==> src/rtl/fev_pkg.sv <==
package fev_pkg;
  typedef enum logic [3:0] {
    S_IDLE, S_PICK, S_ESU_ON, S_ERS_ON, S_ERS_OFF, S_ESU_OFF, S_WDT,
    S_EV_ON, S_DWR, S_RDW, S_RD, S_EV_OFF, S_SWE_OFF, S_DONE, S_FAIL
  } fev_state_e;
endpackage

==> src/rtl/fev_wait_timer.sv <==
module fev_wait_timer #(
  parameter int CW = 8
) (
  input  logic          clk,
  input  logic          rst_n,
  input  logic          load_i,
  input  logic [CW-1:0] load_val_i,
  output logic          expired_o
);
  logic [CW-1:0] cnt_q, cnt_d;

  always_comb begin
    cnt_d = cnt_q;
    if (load_i) cnt_d = load_val_i;
    else if (cnt_q != '0) cnt_d = cnt_q - CW'(1);
  end

  always_ff @(posedge clk or negedge rst_n) begin
    if (!rst_n) cnt_q <= '0;
    else        cnt_q <= cnt_d;
  end

  assign expired_o = (cnt_q == '0);
endmodule

==> src/rtl/fev_pick.sv <==
module fev_pick #(
  parameter int NBLK = 4,
  parameter int IW   = 2
) (
  input  logic [NBLK-1:0] mask_i,
  output logic [IW-1:0]   idx_o,
  output logic            any_o
);
  always_comb begin
    idx_o = '0;
    for (int i = NBLK - 1; i >= 0; i--) begin
      if (mask_i[i]) idx_o = IW'(i);
    end
  end
  assign any_o = |mask_i;
endmodule

==> src/rtl/flash_erase_seq.sv <==
module flash_erase_seq
  import fev_pkg::*;
#(
  parameter int NBLK     = 4,
  parameter int AW       = 19,
  parameter int BANK_BIT = 18,
  parameter logic [NBLK*AW-1:0] BLK_BASE = {19'h40010, 19'h40000, 19'h00010, 19'h00000},
  parameter logic [NBLK*AW-1:0] BLK_END  = {19'h40016, 19'h40006, 19'h00016, 19'h00006},
  parameter int T_SETUP  = 200,
  parameter int ERASE_T  = 2000,
  parameter int ALPHA    = 100,
  parameter int BETA     = 200,
  parameter int GAMMA    = 400,
  parameter int EPS      = 40,
  parameter int ETA      = 400,
  parameter int THETA    = 2000,
  parameter int N_MAX    = 100
) (
  input  logic            clk,
  input  logic            rst_n,
  input  logic            start_i,
  input  logic [NBLK-1:0] blk_mask_i,
  input  logic [15:0]     rd_data_i,
  output logic [1:0]      swe_o,
  output logic [1:0]      esu_o,
  output logic [1:0]      ers_o,
  output logic [1:0]      ev_o,
  output logic [AW-1:0]   addr_o,
  output logic            wr_stb_o,
  output logic [15:0]     wr_data_o,
  output logic            rd_stb_o,
  output logic            wdt_clr_o,
  output logic            done_o,
  output logic            fail_o
);
  function automatic int max2(int a, int b);
    return (a > b) ? a : b;
  endfunction

  localparam int MAXD = max2(max2(max2(T_SETUP, ERASE_T), max2(ALPHA, BETA)),
                             max2(max2(GAMMA, EPS), max2(ETA, THETA)));
  localparam int CW = (MAXD < 1) ? 1 : $clog2(MAXD + 1);
  localparam int IW = (NBLK > 1) ? $clog2(NBLK) : 1;
  localparam int RW = $clog2(N_MAX + 1);

  fev_state_e      state_q, state_d;
  logic [NBLK-1:0] pend_q, pend_d, sel_q, sel_d;
  logic [IW-1:0]   cur_q, cur_d, pick_idx;
  logic            bank_q, bank_d, pick_any;
  logic [AW-1:0]   addr_q, addr_d, base_cur, end_cur;
  logic [RW-1:0]   loops_q, loops_d;
  logic [1:0]      swe_q, swe_d, bank_vec;
  logic            tmr_load, tmr_exp;
  logic [CW-1:0]   tmr_val;

  fev_pick #(.NBLK(NBLK), .IW(IW)) pick_i (
    .mask_i(pend_q), .idx_o(pick_idx), .any_o(pick_any)
  );

  fev_wait_timer #(.CW(CW)) tmr_i (
    .clk(clk), .rst_n(rst_n), .load_i(tmr_load), .load_val_i(tmr_val),
    .expired_o(tmr_exp)
  );

  assign base_cur = BLK_BASE[cur_q*AW +: AW];
  assign end_cur  = BLK_END[cur_q*AW +: AW];

  // next-state logic
  always_comb begin
    state_d = state_q;
    pend_d  = pend_q;
    sel_d   = sel_q;
    cur_d   = cur_q;
    bank_d  = bank_q;
    addr_d  = addr_q;
    loops_d = loops_q;
    swe_d   = swe_q;
    unique case (state_q)
      S_IDLE, S_DONE, S_FAIL: begin
        if (start_i) begin
          pend_d  = blk_mask_i;
          state_d = S_PICK;
        end
      end
      S_PICK: begin
        if (!pick_any) begin
          swe_d   = 2'b00;
          state_d = S_SWE_OFF;
        end else begin
          sel_d   = NBLK'(1) << pick_idx;
          cur_d   = pick_idx;
          bank_d  = BLK_BASE[pick_idx*AW + BANK_BIT];
          swe_d   = BLK_BASE[pick_idx*AW + BANK_BIT] ? 2'b10 : 2'b01;
          loops_d = '0;
          state_d = S_ESU_ON;
        end
      end
      S_ESU_ON: if (tmr_exp) begin
        loops_d = loops_q + RW'(1);
        state_d = S_ERS_ON;
      end
      S_ERS_ON:  if (tmr_exp) state_d = S_ERS_OFF;
      S_ERS_OFF: if (tmr_exp) state_d = S_ESU_OFF;
      S_ESU_OFF: if (tmr_exp) state_d = S_WDT;
      S_WDT: begin
        addr_d  = base_cur;
        state_d = S_EV_ON;
      end
      S_EV_ON: if (tmr_exp) state_d = S_DWR;
      S_DWR:   state_d = S_RDW;
      S_RDW:   if (tmr_exp) state_d = S_RD;
      S_RD: begin
        if (rd_data_i == 16'hFFFF) begin
          if (addr_q == end_cur) state_d = S_EV_OFF;
          else begin
            addr_d  = addr_q + AW'(2);
            state_d = S_DWR;
          end
        end else if (loops_q >= RW'(N_MAX)) begin
          swe_d   = 2'b00;
          sel_d   = '0;
          state_d = S_FAIL;
        end else begin
          state_d = S_ESU_ON;
        end
      end
      S_EV_OFF: if (tmr_exp) begin
        pend_d  = pend_q & ~sel_q;
        sel_d   = '0;
        state_d = S_PICK;
      end
      S_SWE_OFF: if (tmr_exp) state_d = S_DONE;
      default: state_d = S_IDLE;
    endcase
  end

  // minimum-delay selection for the state being entered
  always_comb begin
    tmr_load = (state_d != state_q);
    unique case (state_d)
      S_ESU_ON:  tmr_val = CW'(T_SETUP);
      S_ERS_ON:  tmr_val = CW'(ERASE_T);
      S_ERS_OFF: tmr_val = CW'(ALPHA);
      S_ESU_OFF: tmr_val = CW'(BETA);
      S_EV_ON:   tmr_val = CW'(GAMMA);
      S_RDW:     tmr_val = CW'(EPS);
      S_EV_OFF:  tmr_val = CW'(ETA);
      S_SWE_OFF: tmr_val = CW'(THETA);
      default:   tmr_val = '0;
    endcase
  end

  always_ff @(posedge clk or negedge rst_n) begin
    if (!rst_n) begin
      state_q <= S_IDLE;
      pend_q  <= '0;
      sel_q   <= '0;
      cur_q   <= '0;
      bank_q  <= 1'b0;
      addr_q  <= '0;
      loops_q <= '0;
      swe_q   <= 2'b00;
    end else begin
      state_q <= state_d;
      pend_q  <= pend_d;
      sel_q   <= sel_d;
      cur_q   <= cur_d;
      bank_q  <= bank_d;
      addr_q  <= addr_d;
      loops_q <= loops_d;
      swe_q   <= swe_d;
    end
  end

  // Moore output decode
  assign bank_vec  = bank_q ? 2'b10 : 2'b01;
  assign swe_o     = swe_q;
  assign esu_o     = (state_q inside {S_ESU_ON, S_ERS_ON, S_ERS_OFF}) ? bank_vec : 2'b00;
  assign ers_o     = (state_q == S_ERS_ON) ? bank_vec : 2'b00;
  assign ev_o      = (state_q inside {S_EV_ON, S_DWR, S_RDW, S_RD}) ? bank_vec : 2'b00;
  assign addr_o    = addr_q;
  assign wr_stb_o  = (state_q == S_DWR);
  assign wr_data_o = 16'hFFFF;
  assign rd_stb_o  = (state_q == S_RD);
  assign wdt_clr_o = (state_q == S_WDT);
  assign done_o    = (state_q == S_DONE);
  assign fail_o    = (state_q == S_FAIL);
endmodule

==> config.mk <==
export PLATFORM = sky130hd
export DESIGN_NAME = flash_erase_seq
export DESIGN_NICKNAME = d
export VERILOG_FILES = /design/src/rtl/fev_pkg.sv /design/src/rtl/fev_wait_timer.sv /design/src/rtl/fev_pick.sv /design/src/rtl/flash_erase_seq.sv
export SDC_FILE = /design/constraint.sdc
export NUM_CORES = 1
export LEC_CHECK = 0
export BUFFER_PORTS_ARGS = -buffer_cell sky130_fd_sc_hd__buf_2
export CORE_ASPECT_RATIO = 2
export CORE_UTILIZATION = 49
export CTS_CLUSTER_SIZE = 24
export DETAILED_ROUTE_END_ITERATION = 7
export PLACE_DENSITY = 0.72
export SLEW_MARGIN = 20
export SYNTH_ARGS = -nofsm -noshare
export SYNTH_HDL_FRONTEND = slang
export SYNTH_HIERARCHICAL = 1
export SYNTH_SLANG_ARGS = --single-unit
export TNS_END_PERCENT = 50
==> constraint.sdc <==
create_clock -name clk -period 3.65 [get_ports clk]
set_input_delay 0.1825 -clock clk [delete_from_list [all_inputs] [get_ports clk]]
set_output_delay 0.1825 -clock clk [all_outputs]
set_load 0.005 [all_outputs]
==> PnR_summary.wiki <==
{| class="wikitable"
! Metric !! Value
|-
| Initial standard-cell utilization of the core || 50.8%
|-
| Post-synthesis share of cell area spent on full adders, half adders and majority gates || 1.36%
|-
| Layout Nets || 491
|-
| Startpoint of the most critical hold path || blk_mask_i[1]
|-
| Worst Hold End || pend_q[1]
|-
| Vertical die dimension || 125 um
|-
| Fraction of final layout cells with drive strength greater than 1 || 20.6%
|-
| Worst skew pair latency || 0.30 ns
|-
| Combinational family with the most area after synthesis || simple AND/OR/NAND/NOR gates
|-
| CTS tree || built
|-
| Layout overhead on the synthesized area || 11.8%
|-
| Final Cycle Share || 91.9%
|-
| Required time of the critical path || 3.83 ns
|-
| Max-cap violations || 0
|-
| Finish-stage setup viols || 0
|-
| Share of the synthesized area in compound gates (AO/OA/AOI/OAI) || 18.6%
|-
| Max-Slew Margin vs Limit || 46.2%
|-
| CTS Buf Count || 5
|-
| Cell Area, Synth || 3690 sq um
|-
| Count of TritonRoute iterations in the first routing pass || 4
|-
| Leakage dissipation || 0.00186 uW
|-
| Global routing usage summed across all routing layers || 24.5%
|-
| Post-synth EDFFs || 0
|-
| Largest fanout on the critical path || 21
|-
| Average vias per placed instance || 5.76
|-
| First-pass GRT wire length || 15200 um
|-
| Final period demand of the worst path || 3.35 ns
|-
| Post-detailed-route DRC marker count || 0
|-
| Number of placed cells counting well taps || 548
|-
| Number of register bits inferred by synthesis || 53
|-
| Worst reg2reg path depth || 12
|-
| Maximum operating frequency || 298 MHz
|-
| Clk slew on worst S/H paths || 0.06 ns
|-
| Count of input and output buffers || 53
|-
| Most frequently used flop master after synthesis || sky130_fd_sc_hd__dfrtp_1
|-
| RSZ-0062 raised after global routing || false
|-
| Startpoint kind of the worst setup timing path || flip-flop
|-
| Launch point of the worst path || tmr_i/cnt_q[3]
|-
| Sequential cell area fraction in the yosys report || 36.0%
|-
| Routability-driven placement congestion ratio || 0.906
|-
| Mean cell area of the mapped netlist || 8.91 sq um
|-
| Buffers from clock root to sink, at most || 2
|-
| Gate count of the mapped netlist || 414
|-
| Slew of the pin with the lowest slew margin || 0.804 ns
|-
| Number of antenna violations at the first check in global routing || 0
|-
| Antenna-violating nets left || 0
|-
| Multiplexer fraction of the synthesized cell area || 4.10%
|-
| Via count of the routed design || 3211
|-
| Commonest cells after routing, fill and taps aside || sky130_fd_sc_hd__dfrtp_1 (53), sky130_fd_sc_hd__buf_2 (53), sky130_fd_sc_hd__nor2_1 (45)
|-
| Number of clock sinks seen by CTS || 53
|-
| Per-cell routed wire length || 16.2 um
|-
| Hold path depth || 3
|-
| Die width || 63.4 um
|-
| Simple-gate area share of the yosys netlist || 23.8%
|-
| Power density normalized to cell area || 341 nW/um^2
|-
| Post_cts resized || 0
|-
| Wire length after detailed routing || 9000 um
|-
| Outcome || complete, no violations
|-
| Count of different cell masters after synthesis || 71
|-
| Residual overflow from global routing || 0
|-
| 1st-iter DRT viols || 213
|-
| Minimum setup slack among reg-to-reg paths || 0.30 ns
|-
| End of the worst register-to-register path || tmr_i/cnt_q[8]
|-
| FFs w/ async S/R, synth || 100%
|-
| Top-level I/O count || 71
|-
| Crit Reg-Reg Startpoint || tmr_i/cnt_q[3]
|-
| Worst hold path class || in -> reg
|-
| Setup repair bufs after CTS || 0
|-
| Worst setup path class || reg -> reg
|-
| Root buf cell || sky130_fd_sc_hd__clkbuf_16
|-
| XOR/XNOR share of the synthesized area || 6.89%
|-
| Critical Path Sink Type || flip-flop
|-
| Fin cells || 557
|-
| Worst voltage drop across the vdd grid || 0.000319 V
|-
| Count of synthesis-stage warnings from yosys || 6
|-
| Die outline area || 7900 sq um
|-
| Number of failing hold endpoints at the final stage || 0
|-
| Standard-cell row count || 44
|-
| Number of global-route vias before repair || 3228
|-
| Detailed-placement wirelength estimate || 6860 um
|-
| Core Box Area || 7270 sq um
|-
| Max H-tree Level || 2
|-
| Pin count of the biggest net entering global routing || 28
|-
| Number of max-slew violations in the final report || 0
|-
| Antenna diode count || 0
|-
| Arrival time at the worst endpoint || 3.53 ns
|-
| Post-Route Skew || 0.00726 ns
|-
| Setup tns final || 0 ns
|}
cells in the mapped netlist, drive strengths merged (4+ instances only):
| library cell | instances | share of area [%] |
|---|---|---|
| nand2 | 33 | 3.4 |
| a21oi | 11 | 1.9 |
| xnor2 | 24 | 5.7 |
| nor2 | 46 | 4.7 |
| clkbuf | 4 | 0.41 |
| or4 | 6 | 1.4 |
| inv | 28 | 2.8 |
| o21ai | 25 | 3.4 |
| dfrtp | 53 | 36 |
| o211ai | 6 | 1.6 |
| nor4 | 7 | 2.2 |
| a211oi | 12 | 2.4 |
| and3 | 5 | 0.85 |
| buf | 30 | 5.8 |
| mux2 | 9 | 2.7 |
| nand4 | 13 | 2.4 |
| nor2b | 4 | 0.68 |
| a2111oi | 5 | 2.1 |
| mux2i | 5 | 1.4 |
| or3 | 4 | 0.68 |
| nand2b | 8 | 1.4 |
| ha | 4 | 1.4 |
| nor3 | 12 | 2.1 |
| xor2 | 5 | 1.2 |
| nand3 | 10 | 1.4 |
stage by stage:
| stage | hold slack, ns | instance area (sq um) | util (%) | total power (uW) | setup WS, ns |
|---|---|---|---|---|---|
| after floorplan | -0.113 | 3750 | - | 831 | 0.445 |
| after global placement | 0.221 | 3950 | 54.3 | 870 | 0.456 |
| after detailed placement | 0.228 | 3950 | 54.3 | 882 | 0.329 |
| after CTS | 0.132 | 4130 | 56.8 | 1420 | 0.309 |
| after global routing | 0.161 | 4130 | 56.8 | 1470 | 0.0289 |
| final | 0.141 | 4130 | 56.8 | 1410 | 0.296 |
critical path, cell delays in order (launching register included):
cell and delay (ns):
sky130_fd_sc_hd__dfrtp_1 0.44, sky130_fd_sc_hd__or4_4 0.56, sky130_fd_sc_hd__nor3_4 0.34, sky130_fd_sc_hd__nor2b_1 0.27, sky130_fd_sc_hd__o32ai_1 0.12, sky130_fd_sc_hd__o21a_1 0.19, sky130_fd_sc_hd__o22a_1 0.32, sky130_fd_sc_hd__inv_1 0.18
sky130_fd_sc_hd__xnor2_1 0.08, sky130_fd_sc_hd__nand4_1 0.09, sky130_fd_sc_hd__buf_4 0.23, sky130_fd_sc_hd__nor3b_1 0.08, sky130_fd_sc_hd__a221o_1 0.32
metal layers:
layer / global-route usage (%) / wire, um / vias up
met5: 0 / 0 / -
met4: 13.8 / 347 / 0
met3: 4.67 / 381 / 26
met2: 44.9 / 4970 / 94
met1: 24.7 / 3300 / 1539
li1: - / - / 1552
worst max path at each step:
stage | cells past startpoint | end | slack (ns)
detailed placement | 12 | tmr_i/cnt_q[8] | 0.33
finish | 12 | tmr_i/cnt_q[8] | 0.30
CTS | 12 | tmr_i/cnt_q[8] | 0.31
global placement | 12 | tmr_i/cnt_q[8] | 0.46
global route | 12 | tmr_i/cnt_q[8] | 0.03
floorplan | 11 | tmr_i/cnt_q[10] | 0.44
layout make-up:
cell class	instances	area [sq um]
flip-flops and latches	53	1330
clock buffers	6	129
inverters	28	105
fillers	691	3140
well taps	92	115
clock inverters	2	38.8
repair buffers	60	320
multi-input cells	316	2090
cell families (layout without fill, tap and decap cells):
kind of cell	after synthesis	after routing
buffers and inverters	62	96
muxes	14	14
AOI/OAI and AO/OA	89	89
and+or+nand+nor	161	161
DFF	53	53
xor gates and xnor gates	29	29
adders and majority gates	4	4
other	2	19
where the power goes:
group	switching (uW)	internal [uW]	total, uW	leakage, uW
logic	93.2	90.2	183	0.00115
registers	55.0	633	688	0.000623
clock network	209	325	534	0.0000810
timing repair:
item | 4_1_cts | 5_1_grt
hold buffers | 1 | 0
endpoints found under the setup margin | 0 | 1
hold endpoints to repair | 26 | 0
sequential cells by signal, summed over array words and instances (netlist names):
register and count:
sel_q 4, bank_q 1, swe_o 2, pend_q 4
loops_q 7, tmr_i/cnt_q 11, state_q 4, cur_q 2
addr_o 18
Power figures use the tool's default switching activity.
